--- config.mk ---
export PLATFORM = sky130hd
export DESIGN_NAME = ftg_frame_timer
export DESIGN_NICKNAME = d
export VERILOG_FILES = /design/src/rtl/ftg_pkg.sv /design/src/rtl/ftg_cfg_latch.sv /design/src/rtl/ftg_phase_fsm.sv /design/src/rtl/ftg_pix_window.sv /design/src/rtl/ftg_frame_timer.sv
export SDC_FILE = /design/constraint.sdc
export NUM_CORES = 1
export LEC_CHECK = 0
export ABC_CLOCK_PERIOD_IN_PS = 16500
export BUFFER_PORTS_ARGS = -buffer_cell sky130_fd_sc_hd__buf_2
export CAP_MARGIN = 30
export CORE_UTILIZATION = 30
export CTS_CLUSTER_DIAMETER = 50
export DETAILED_ROUTE_END_ITERATION = 10
export GPL_TIMING_DRIVEN = 0
export PLACE_DENSITY = 0.55
export SLEW_MARGIN = 20
export SYNTH_ARGS = -nofsm -noshare
export SYNTH_HDL_FRONTEND = slang
export SYNTH_HIERARCHICAL = 1
export SYNTH_SLANG_ARGS = --single-unit
export TNS_END_PERCENT = 5
--- constraint.sdc ---
create_clock -name clk_i -period 16.5 [get_ports clk_i]
set_clock_uncertainty 0.2 [all_clocks]
set_input_delay 3.3 -clock clk_i [delete_from_list [all_inputs] [get_ports clk_i]]
set_output_delay 3.3 -clock clk_i [all_outputs]
set_load 0.02 [all_outputs]
--- src/rtl/ftg_pkg.sv ---
package ftg_pkg;

    typedef enum logic [2:0] {
        PH_IDLE,
        PH_LEAD,
        PH_READ,
        PH_RESET,
        PH_INTEG,
        PH_PAD
    } phase_e;

    // log2 of the samples per clock across all lanes (two per lane)
    function automatic int unsigned lane_shift(input logic [1:0] code);
        case (code)
            2'd0:    return 1;
            2'd1:    return 2;
            default: return 3;
        endcase
    endfunction

    // clocks needed to shift out one row of the active window
    function automatic int unsigned active_clks(input int unsigned cols,
                                                input logic [1:0] code);
        int unsigned c;
        int unsigned sh;
        c  = (cols == 0) ? 1 : cols;
        sh = lane_shift(code);
        return (c + (32'd1 << sh) - 1) >> sh;
    endfunction

    // rows read in this frame, depending on interlace and field
    function automatic int unsigned row_count(input int unsigned rows,
                                              input logic interlace,
                                              input logic fld);
        int unsigned r;
        r = rows;
        if (interlace) r = fld ? (rows >> 1) : ((rows + 1) >> 1);
        return (r == 0) ? 1 : r;
    endfunction

    // line pitch: requested length, but at least one clock past the active part
    function automatic int unsigned row_gap(input int unsigned row_clks,
                                            input int unsigned act);
        return (row_clks > act) ? row_clks : act + 1;
    endfunction

endpackage

--- src/rtl/ftg_cfg_latch.sv ---
module ftg_cfg_latch
    import ftg_pkg::*;
#(
    parameter int unsigned ROW_W      = 10,
    parameter int unsigned COL_W      = 10,
    parameter int unsigned LINE_W     = 12,
    parameter int unsigned CNT_W      = 24,
    parameter int unsigned RESET_CLKS = 4
) (
    input  logic              clk_i,
    input  logic              rst_i,
    input  logic              load_i,
    input  logic              calc_i,
    input  logic              field_nx_i,
    input  logic [ROW_W-1:0]  cfg_rows_i,
    input  logic [COL_W-1:0]  cfg_cols_i,
    input  logic [1:0]        cfg_lanes_i,
    input  logic [LINE_W-1:0] cfg_row_clks_i,
    input  logic [CNT_W-1:0]  cfg_int_clks_i,
    input  logic [CNT_W-1:0]  cfg_frame_clks_i,
    input  logic              cfg_interlace_i,
    output logic [ROW_W-1:0]  rows_q_o,
    output logic [COL_W-1:0]  act_q_o,
    output logic [LINE_W-1:0] gap_q_o,
    output logic [CNT_W-1:0]  int_q_o,
    output logic [CNT_W-1:0]  period_q_o
);

    logic [31:0]      act_w;
    logic [31:0]      gap_w;
    logic [31:0]      rows_w;
    logic [31:0]      base_w;
    logic [CNT_W-1:0] frame_q;
    logic [CNT_W-1:0] int_d;
    logic [CNT_W-1:0] period_d;

    always_comb begin
        act_w  = active_clks(32'(cfg_cols_i), cfg_lanes_i);
        gap_w  = row_gap(32'(cfg_row_clks_i), act_w);
        rows_w = row_count(32'(cfg_rows_i), cfg_interlace_i, field_nx_i);
        int_d  = (cfg_int_clks_i == '0) ? CNT_W'(1) : cfg_int_clks_i;
        base_w = 32'd1 + 32'(rows_q_o) * 32'(gap_q_o) + 32'(RESET_CLKS) + 32'(int_q_o);
        period_d = (32'(frame_q) > base_w) ? frame_q : CNT_W'(base_w);
    end

    always_ff @(negedge clk_i) begin
        if (rst_i) begin
            rows_q_o   <= ROW_W'(1);
            act_q_o    <= COL_W'(1);
            gap_q_o    <= LINE_W'(2);
            int_q_o    <= CNT_W'(1);
            frame_q    <= '0;
            period_q_o <= '0;
        end else begin
            if (load_i) begin
                rows_q_o <= ROW_W'(rows_w);
                act_q_o  <= COL_W'(act_w);
                gap_q_o  <= LINE_W'(gap_w);
                int_q_o  <= int_d;
                frame_q  <= cfg_frame_clks_i;
            end
            if (calc_i) period_q_o <= period_d;
        end
    end

endmodule

--- src/rtl/ftg_phase_fsm.sv ---
module ftg_phase_fsm
    import ftg_pkg::*;
#(
    parameter int unsigned ROW_W      = 10,
    parameter int unsigned LINE_W     = 12,
    parameter int unsigned CNT_W      = 24,
    parameter int unsigned RESET_CLKS = 4
) (
    input  logic              clk_i,
    input  logic              rst_i,
    input  logic              start_i,
    input  logic              interlace_i,
    input  logic [ROW_W-1:0]  rows_q_i,
    input  logic [LINE_W-1:0] gap_q_i,
    input  logic [CNT_W-1:0]  int_q_i,
    input  logic [CNT_W-1:0]  period_q_i,
    output logic              load_o,
    output logic              calc_o,
    output logic              field_nx_o,
    output logic              fsync_o,
    output logic              lsync_o,
    output logic              busy_o,
    output logic              field_o
);

    localparam logic [CNT_W-1:0] RST_LAST = CNT_W'(RESET_CLKS);

    phase_e            st;
    logic [ROW_W-1:0]  rowc;
    logic [LINE_W-1:0] gcnt;
    logic [CNT_W-1:0]  pcnt;
    logic [CNT_W-1:0]  fc;
    logic              fld_tog;
    logic              int_done;
    logic              pad_done;
    logic              frame_end;

    always_comb begin
        int_done   = (st == PH_INTEG) && (pcnt == int_q_i);
        pad_done   = ({1'b0, fc} + (CNT_W+1)'(1)) >= {1'b0, period_q_i};
        frame_end  = (int_done || (st == PH_PAD)) && pad_done;
        load_o     = start_i && ((st == PH_IDLE) || frame_end);
        calc_o     = (st == PH_LEAD);
        field_nx_o = interlace_i & fld_tog;
    end

    always_ff @(negedge clk_i) begin
        if (rst_i) begin
            st      <= PH_IDLE;
            rowc    <= '0;
            gcnt    <= '0;
            pcnt    <= '0;
            fc      <= '0;
            fld_tog <= 1'b0;
            fsync_o <= 1'b0;
            lsync_o <= 1'b0;
            busy_o  <= 1'b0;
            field_o <= 1'b0;
        end else begin
            lsync_o <= 1'b0;
            fc      <= fc + CNT_W'(1);
            if (load_o) begin
                st      <= PH_LEAD;
                fc      <= '0;
                fsync_o <= 1'b1;
                busy_o  <= 1'b1;
                field_o <= field_nx_o;
                fld_tog <= interlace_i & ~fld_tog;
            end else begin
                unique case (st)
                    PH_IDLE: ;
                    PH_LEAD: begin
                        lsync_o <= 1'b1;
                        rowc    <= ROW_W'(1);
                        gcnt    <= LINE_W'(1);
                        st      <= PH_READ;
                    end
                    PH_READ: begin
                        if (gcnt == gap_q_i) begin
                            if (rowc == rows_q_i) begin
                                st   <= PH_RESET;
                                pcnt <= CNT_W'(1);
                            end else begin
                                lsync_o <= 1'b1;
                                rowc    <= rowc + ROW_W'(1);
                                gcnt    <= LINE_W'(1);
                            end
                        end else begin
                            gcnt <= gcnt + LINE_W'(1);
                        end
                    end
                    PH_RESET: begin
                        if (pcnt == RST_LAST) begin
                            fsync_o <= 1'b0;
                            st      <= PH_INTEG;
                            pcnt    <= CNT_W'(1);
                        end else begin
                            pcnt <= pcnt + CNT_W'(1);
                        end
                    end
                    PH_INTEG: begin
                        if (int_done) begin
                            busy_o <= 1'b0;
                            st     <= pad_done ? PH_IDLE : PH_PAD;
                        end else begin
                            pcnt <= pcnt + CNT_W'(1);
                        end
                    end
                    PH_PAD: begin
                        if (pad_done) st <= PH_IDLE;
                    end
                    default: st <= PH_IDLE;
                endcase
            end
        end
    end

endmodule

--- src/rtl/ftg_pix_window.sv ---
module ftg_pix_window #(
    parameter int unsigned COL_W = 10
) (
    input  logic             clk_i,
    input  logic             rst_i,
    input  logic             lsync_i,
    input  logic [COL_W-1:0] act_i,
    output logic             valid_o
);

    logic [COL_W-1:0] vcnt;

    always_ff @(negedge clk_i) begin
        if (rst_i) begin
            vcnt    <= '0;
            valid_o <= 1'b0;
        end else if (lsync_i) begin
            valid_o <= 1'b1;
            vcnt    <= act_i - COL_W'(1);
        end else if (vcnt != '0) begin
            valid_o <= 1'b1;
            vcnt    <= vcnt - COL_W'(1);
        end else begin
            valid_o <= 1'b0;
        end
    end

endmodule

--- src/rtl/ftg_frame_timer.sv ---
module ftg_frame_timer #(
    parameter int unsigned ROW_W      = 10,
    parameter int unsigned COL_W      = 10,
    parameter int unsigned LINE_W     = 12,
    parameter int unsigned CNT_W      = 24,
    parameter int unsigned RESET_CLKS = 4
) (
    input  logic              clk_i,
    input  logic              rst_i,
    input  logic              start_i,
    input  logic [ROW_W-1:0]  cfg_rows_i,
    input  logic [COL_W-1:0]  cfg_cols_i,
    input  logic [1:0]        cfg_lanes_i,
    input  logic [LINE_W-1:0] cfg_row_clks_i,
    input  logic [CNT_W-1:0]  cfg_int_clks_i,
    input  logic [CNT_W-1:0]  cfg_frame_clks_i,
    input  logic              cfg_interlace_i,
    output logic              fsync_o,
    output logic              lsync_o,
    output logic              field_o,
    output logic              pix_valid_o,
    output logic              busy_o
);

    // a reset interval of zero clocks is widened to one
    localparam int unsigned RST_CLKS = (RESET_CLKS == 0) ? 1 : RESET_CLKS;

    logic              load;
    logic              calc;
    logic              field_nx;
    logic [ROW_W-1:0]  rows_q;
    logic [COL_W-1:0]  act_q;
    logic [LINE_W-1:0] gap_q;
    logic [CNT_W-1:0]  int_q;
    logic [CNT_W-1:0]  period_q;

    ftg_cfg_latch #(
        .ROW_W(ROW_W), .COL_W(COL_W), .LINE_W(LINE_W),
        .CNT_W(CNT_W), .RESET_CLKS(RST_CLKS)
    ) cfg_i (
        .clk_i           (clk_i),
        .rst_i           (rst_i),
        .load_i          (load),
        .calc_i          (calc),
        .field_nx_i      (field_nx),
        .cfg_rows_i      (cfg_rows_i),
        .cfg_cols_i      (cfg_cols_i),
        .cfg_lanes_i     (cfg_lanes_i),
        .cfg_row_clks_i  (cfg_row_clks_i),
        .cfg_int_clks_i  (cfg_int_clks_i),
        .cfg_frame_clks_i(cfg_frame_clks_i),
        .cfg_interlace_i (cfg_interlace_i),
        .rows_q_o        (rows_q),
        .act_q_o         (act_q),
        .gap_q_o         (gap_q),
        .int_q_o         (int_q),
        .period_q_o      (period_q)
    );

    ftg_phase_fsm #(
        .ROW_W(ROW_W), .LINE_W(LINE_W), .CNT_W(CNT_W), .RESET_CLKS(RST_CLKS)
    ) fsm_i (
        .clk_i      (clk_i),
        .rst_i      (rst_i),
        .start_i    (start_i),
        .interlace_i(cfg_interlace_i),
        .rows_q_i   (rows_q),
        .gap_q_i    (gap_q),
        .int_q_i    (int_q),
        .period_q_i (period_q),
        .load_o     (load),
        .calc_o     (calc),
        .field_nx_o (field_nx),
        .fsync_o    (fsync_o),
        .lsync_o    (lsync_o),
        .busy_o     (busy_o),
        .field_o    (field_o)
    );

    ftg_pix_window #(.COL_W(COL_W)) pix_i (
        .clk_i  (clk_i),
        .rst_i  (rst_i),
        .lsync_i(lsync_o),
        .act_i  (act_q),
        .valid_o(pix_valid_o)
    );

endmodule

# Word level (Yosys, flattened, before mapping)
# Cells that the tools add are included.
word_totals:
  ff_bits: 193
  input_bits: 86
  output_inout_bits: 5
  wordCells: 134
classes:
  n_addsub: 14
  mul: 1
  n_lt_le_gt_ge: 3
  eq_ne: 24
  shifts: 2
  muxes: 40
  n_bitwise: 5
  reduce_logical: 26
op_table:
  columns: ["cell", "count"]
  rows:
  - ["$mux W24", 6]
  - ["$pmux W24 S3", 1]
  - ["$mux W31", 2]
  - ["$mux W10", 6]
  - ["$add A24 B1 Y24 const B", 2]
  - ["$mux W12", 3]
  - ["$add A32 B24 Y32", 1]
  - ["$add A32 B3 Y32 const B", 1]
  - ["$add A32 B32 Y32", 1]
  - ["$gt A12 B32 Y1", 1]
  - ["$gt A24 B32 Y1", 1]
  - ["$logic_not A32 Y1", 1]
  - ["$shl A1 B2 Y32 const A", 1]
  - ["$shr A32 B2 Y32", 1]
  - ["$sub A32 B1 Y32 const B", 1]
  - ["$add A24 B1 Y25 const B", 1]
  - ["$ge A25 B24 Y1", 1]
  - ["$add A12 B1 Y12 const B", 2]
  - ["$eq A24 B24 Y1", 1]
  - ["$eq A24 B3 Y1 const B", 1]
  - ["$logic_not A24 Y1", 1]
  - ["$pmux W12 S2", 1]
  - ["$add A1 B22 Y23 const A", 1]
  - ["$mul A10 B12 Y22", 1]
  - ["35 further kinds", 76]

# Depth between registers and ports, before layout
logic_depth:
  ltp_word: 8
  depth_mapped: 31
  depth_no_buf: 28

# Hierarchy
# Netlist, hierarchy kept.
modules_own_cells:
  columns: ["mod", "instances", "cells_each", "area_each_um2", "seq_area_each_um2"]
  rows:
  - ["ftg_cfg_latch", 1, 1345, 11317.1, 2082.0]
  - ["ftg_phase_fsm", 1, 624, 5162.5, 1561.5]
  - ["ftg_pix_window", 1, 72, 634.4, 220.2]

==> impl_metrics.tcl <==
set metrics [dict create \
    outcome "completed" \
    path_max_fanout 6 \
    grt_pass1_vias 16000 \
    drtAntennaViolNets 0 \
    placed_cells 2885 \
    p_leak_nw 9.68 \
    grt_pass1_wl_um 83100 \
    tightest_slew_ps 1010 \
    slew_viol_final 0 \
    io_pins 91 \
    portBuffers 88 \
    syn_nets 2376 \
    synth_ff_type "dfxtp_1" \
    die-area_um2 58000 \
    synth-edff-count 0 \
    finalWirelength_um 52400 \
    grt_overflow 0 \
    layout_setup_ws_ps 189 \
    hold_viol_final 0 \
    critical_path_class "input pin to flip-flop" \
    avgSynthCellArea_um2 8.39 \
    arrival_ps 8190 \
    dpl_cell_area_um2 18600 \
    grt_max_degree 17 \
    antenna_found_initial 6 \
    via_per_inst 5.02 \
    final_nets 2690 \
    syn-instance-count 2041 \
    rows 87 \
    setup_tns_ps 0 \
    synth-seq-area-share 0.226 \
    firstDrtPassIters 5 \
    post-place-ws_ps -1270 \
    cts_buffer_depth 2 \
    clkSinkCount 193 \
    mostFrequentLayoutCell "inv_1" \
    die_h_um 241 \
    fin_util 0.358 \
    yosysUniqueCellTypes 108 \
    syn_to_final_growth_pct 17.9 \
    required_ps 8380 \
    start_kind "input pin" \
    async_flop_share 0 \
    path_clk_slew_ps 30 \
    slew_headroom 0.328 \
    worstHoldPathType "flip-flop to flip-flop" \
    critPathCaptureType "flip-flop" \
    finalNonFillerCells 3125 \
    cts_made_buffers 17 \
    wl_per_cell_um 16.8 \
    die_width_um 241 \
    finalPower_mw 1.97 \
    clk_latency_ps 500 \
    ir_drop_mv 0.0616 \
    tritoncts "built" \
    maxCapViolCount 0 \
    cts-htree-levels 4 \
    hpwl_um 42400 \
    grt_usage 0.184 \
    mostFrequentLayoutCells "inv_1, nor2_1, dfxtp_1" \
    start_util 0.304 \
    ys_ff_latch 193 \
    yosys_warnings 6 \
    coreArea_um2 56400 \
    drc 0 \
    layout-drive-gt1-share 0.108 \
    p_per_area_nw_per_um2 97.6 \
    fin_hold_ws_ps 254 \
    drt_iter0_drc 986 \
    gp_congestion 0.921 \
    finalInstanceArea_um2 20200 \
    finalSetupViolCount 0 \
    syn-cell-area_um2 17100 \
    num_vias 15700 \
    clockRootBuffer "clkbuf_16" \
]
==> cells by family after synthesis <==
kind of cell / synth area share
flops: 0.226
simple gates: 0.218
fa+ha+maj: 0.227
other cells: 0.000219
compound gates: 0.131
buf+inv: 0.0809
mux: 0.0585
xor+xnor: 0.0583
==> cell type report <==
type / count / area (um2)
inverter: 254 / 962
buffer: 87 / 434
tap: 756 / 946
multi-input combinational: 1504 / 12100
fill: 6055 / 36200
antenna: 1 / 2.50
clock buffer: 17 / 425
sequential: 193 / 3860
clock inverter: 208 / 931
timing repair buffer: 105 / 569
==> path summary, 6_finish.rpt <==
check	from	endpoint	slack, ps	cells after the start
setup / recovery	cfg_cols_i[9]	cfg_i/gap_q_o[3]	190	28
hold / removal	fsm_i/fsync_o	fsm_i/fsync_o	250	2
setup reg to reg	cfg_i/rows_q_o[6]	cfg_i/period_q_o[1]	7300	29
hold reg to reg	fsm_i/fsync_o	fsm_i/fsync_o	250	2
==> power by group <==
part           internal (mW)  total [mW]  switching (mW)
logic                  0.313       0.767           0.455
clock network          0.318       0.638           0.320
registers              0.517       0.565          0.0477
total                   1.15        1.97           0.822
==> cell usage after synthesis, drive strengths merged (27+ instances only) <==
master	count	area share
fa	103	0.12
nand4	34	0.014
o21ai	54	0.017
ha	146	0.11
a21oi	98	0.029
nand2	154	0.034
clkbuf	59	0.015
a211oi	35	0.016
and3	43	0.016
nor3	30	0.0091
xnor2	61	0.031
and2	69	0.025
inv	257	0.057
mux2i	82	0.048
xor2	53	0.027
nor2	202	0.044
dfxtp	193	0.23
nand3	45	0.014
nor4	27	0.013
==> registers in the layout, summed over array words and instances, names as in the netlist, 3 cells and up <==
signal and cells:
fsm_i/rowc 10, cfg_i/int_q_o 24, fsm_i/fc 24, cfg_i/act_q_o 10, cfg_i/period_q_o 24, fsm_i/pcnt 24, cfg_i/frame_q 24, cfg_i/gap_q_o 12
fsm_i/gcnt 12, pix_i/vcnt 10, cfg_i/rows_q_o 10, fsm_i/st 3
==> timing repair <==
action,CTS,global route
gates cloned,0,0
endpoints found under the setup margin,12,12
pin swaps,3,12
gates resized for setup,11,19
hold buffers,0,0
setup buffers,4,12
==> worst max-delay path: stages <==
cell and delay [ps]:
buf_2 150, inv_4 80, ha_4 140, nand2_1 70
nor3_2 140, nand3_2 90, nor2b_1 140, ha_2 170
inv_2 60, ha_4 140, fa_2 210, a211oi_2 100
or4b_1 530, buf_6 150, a211o_1 290, a21o_1 230
a221oi_4 370, inv_4 90, ha_4 280, and3_4 180
o21ai_0 70, a21oi_1 160, o31ai_2 100, a211oi_4 300
buf_6 170, mux2_4 310, mux2i_1 140, nor2_1 50
==> metal layers <==
metal	wire, um	track usage
met2	24600	0.300
met5	8	0
met1	23400	0.236
met3	2970	0.0345
met4	1460	0.0857
Note: power is estimated with default switching activity, not from simulation.
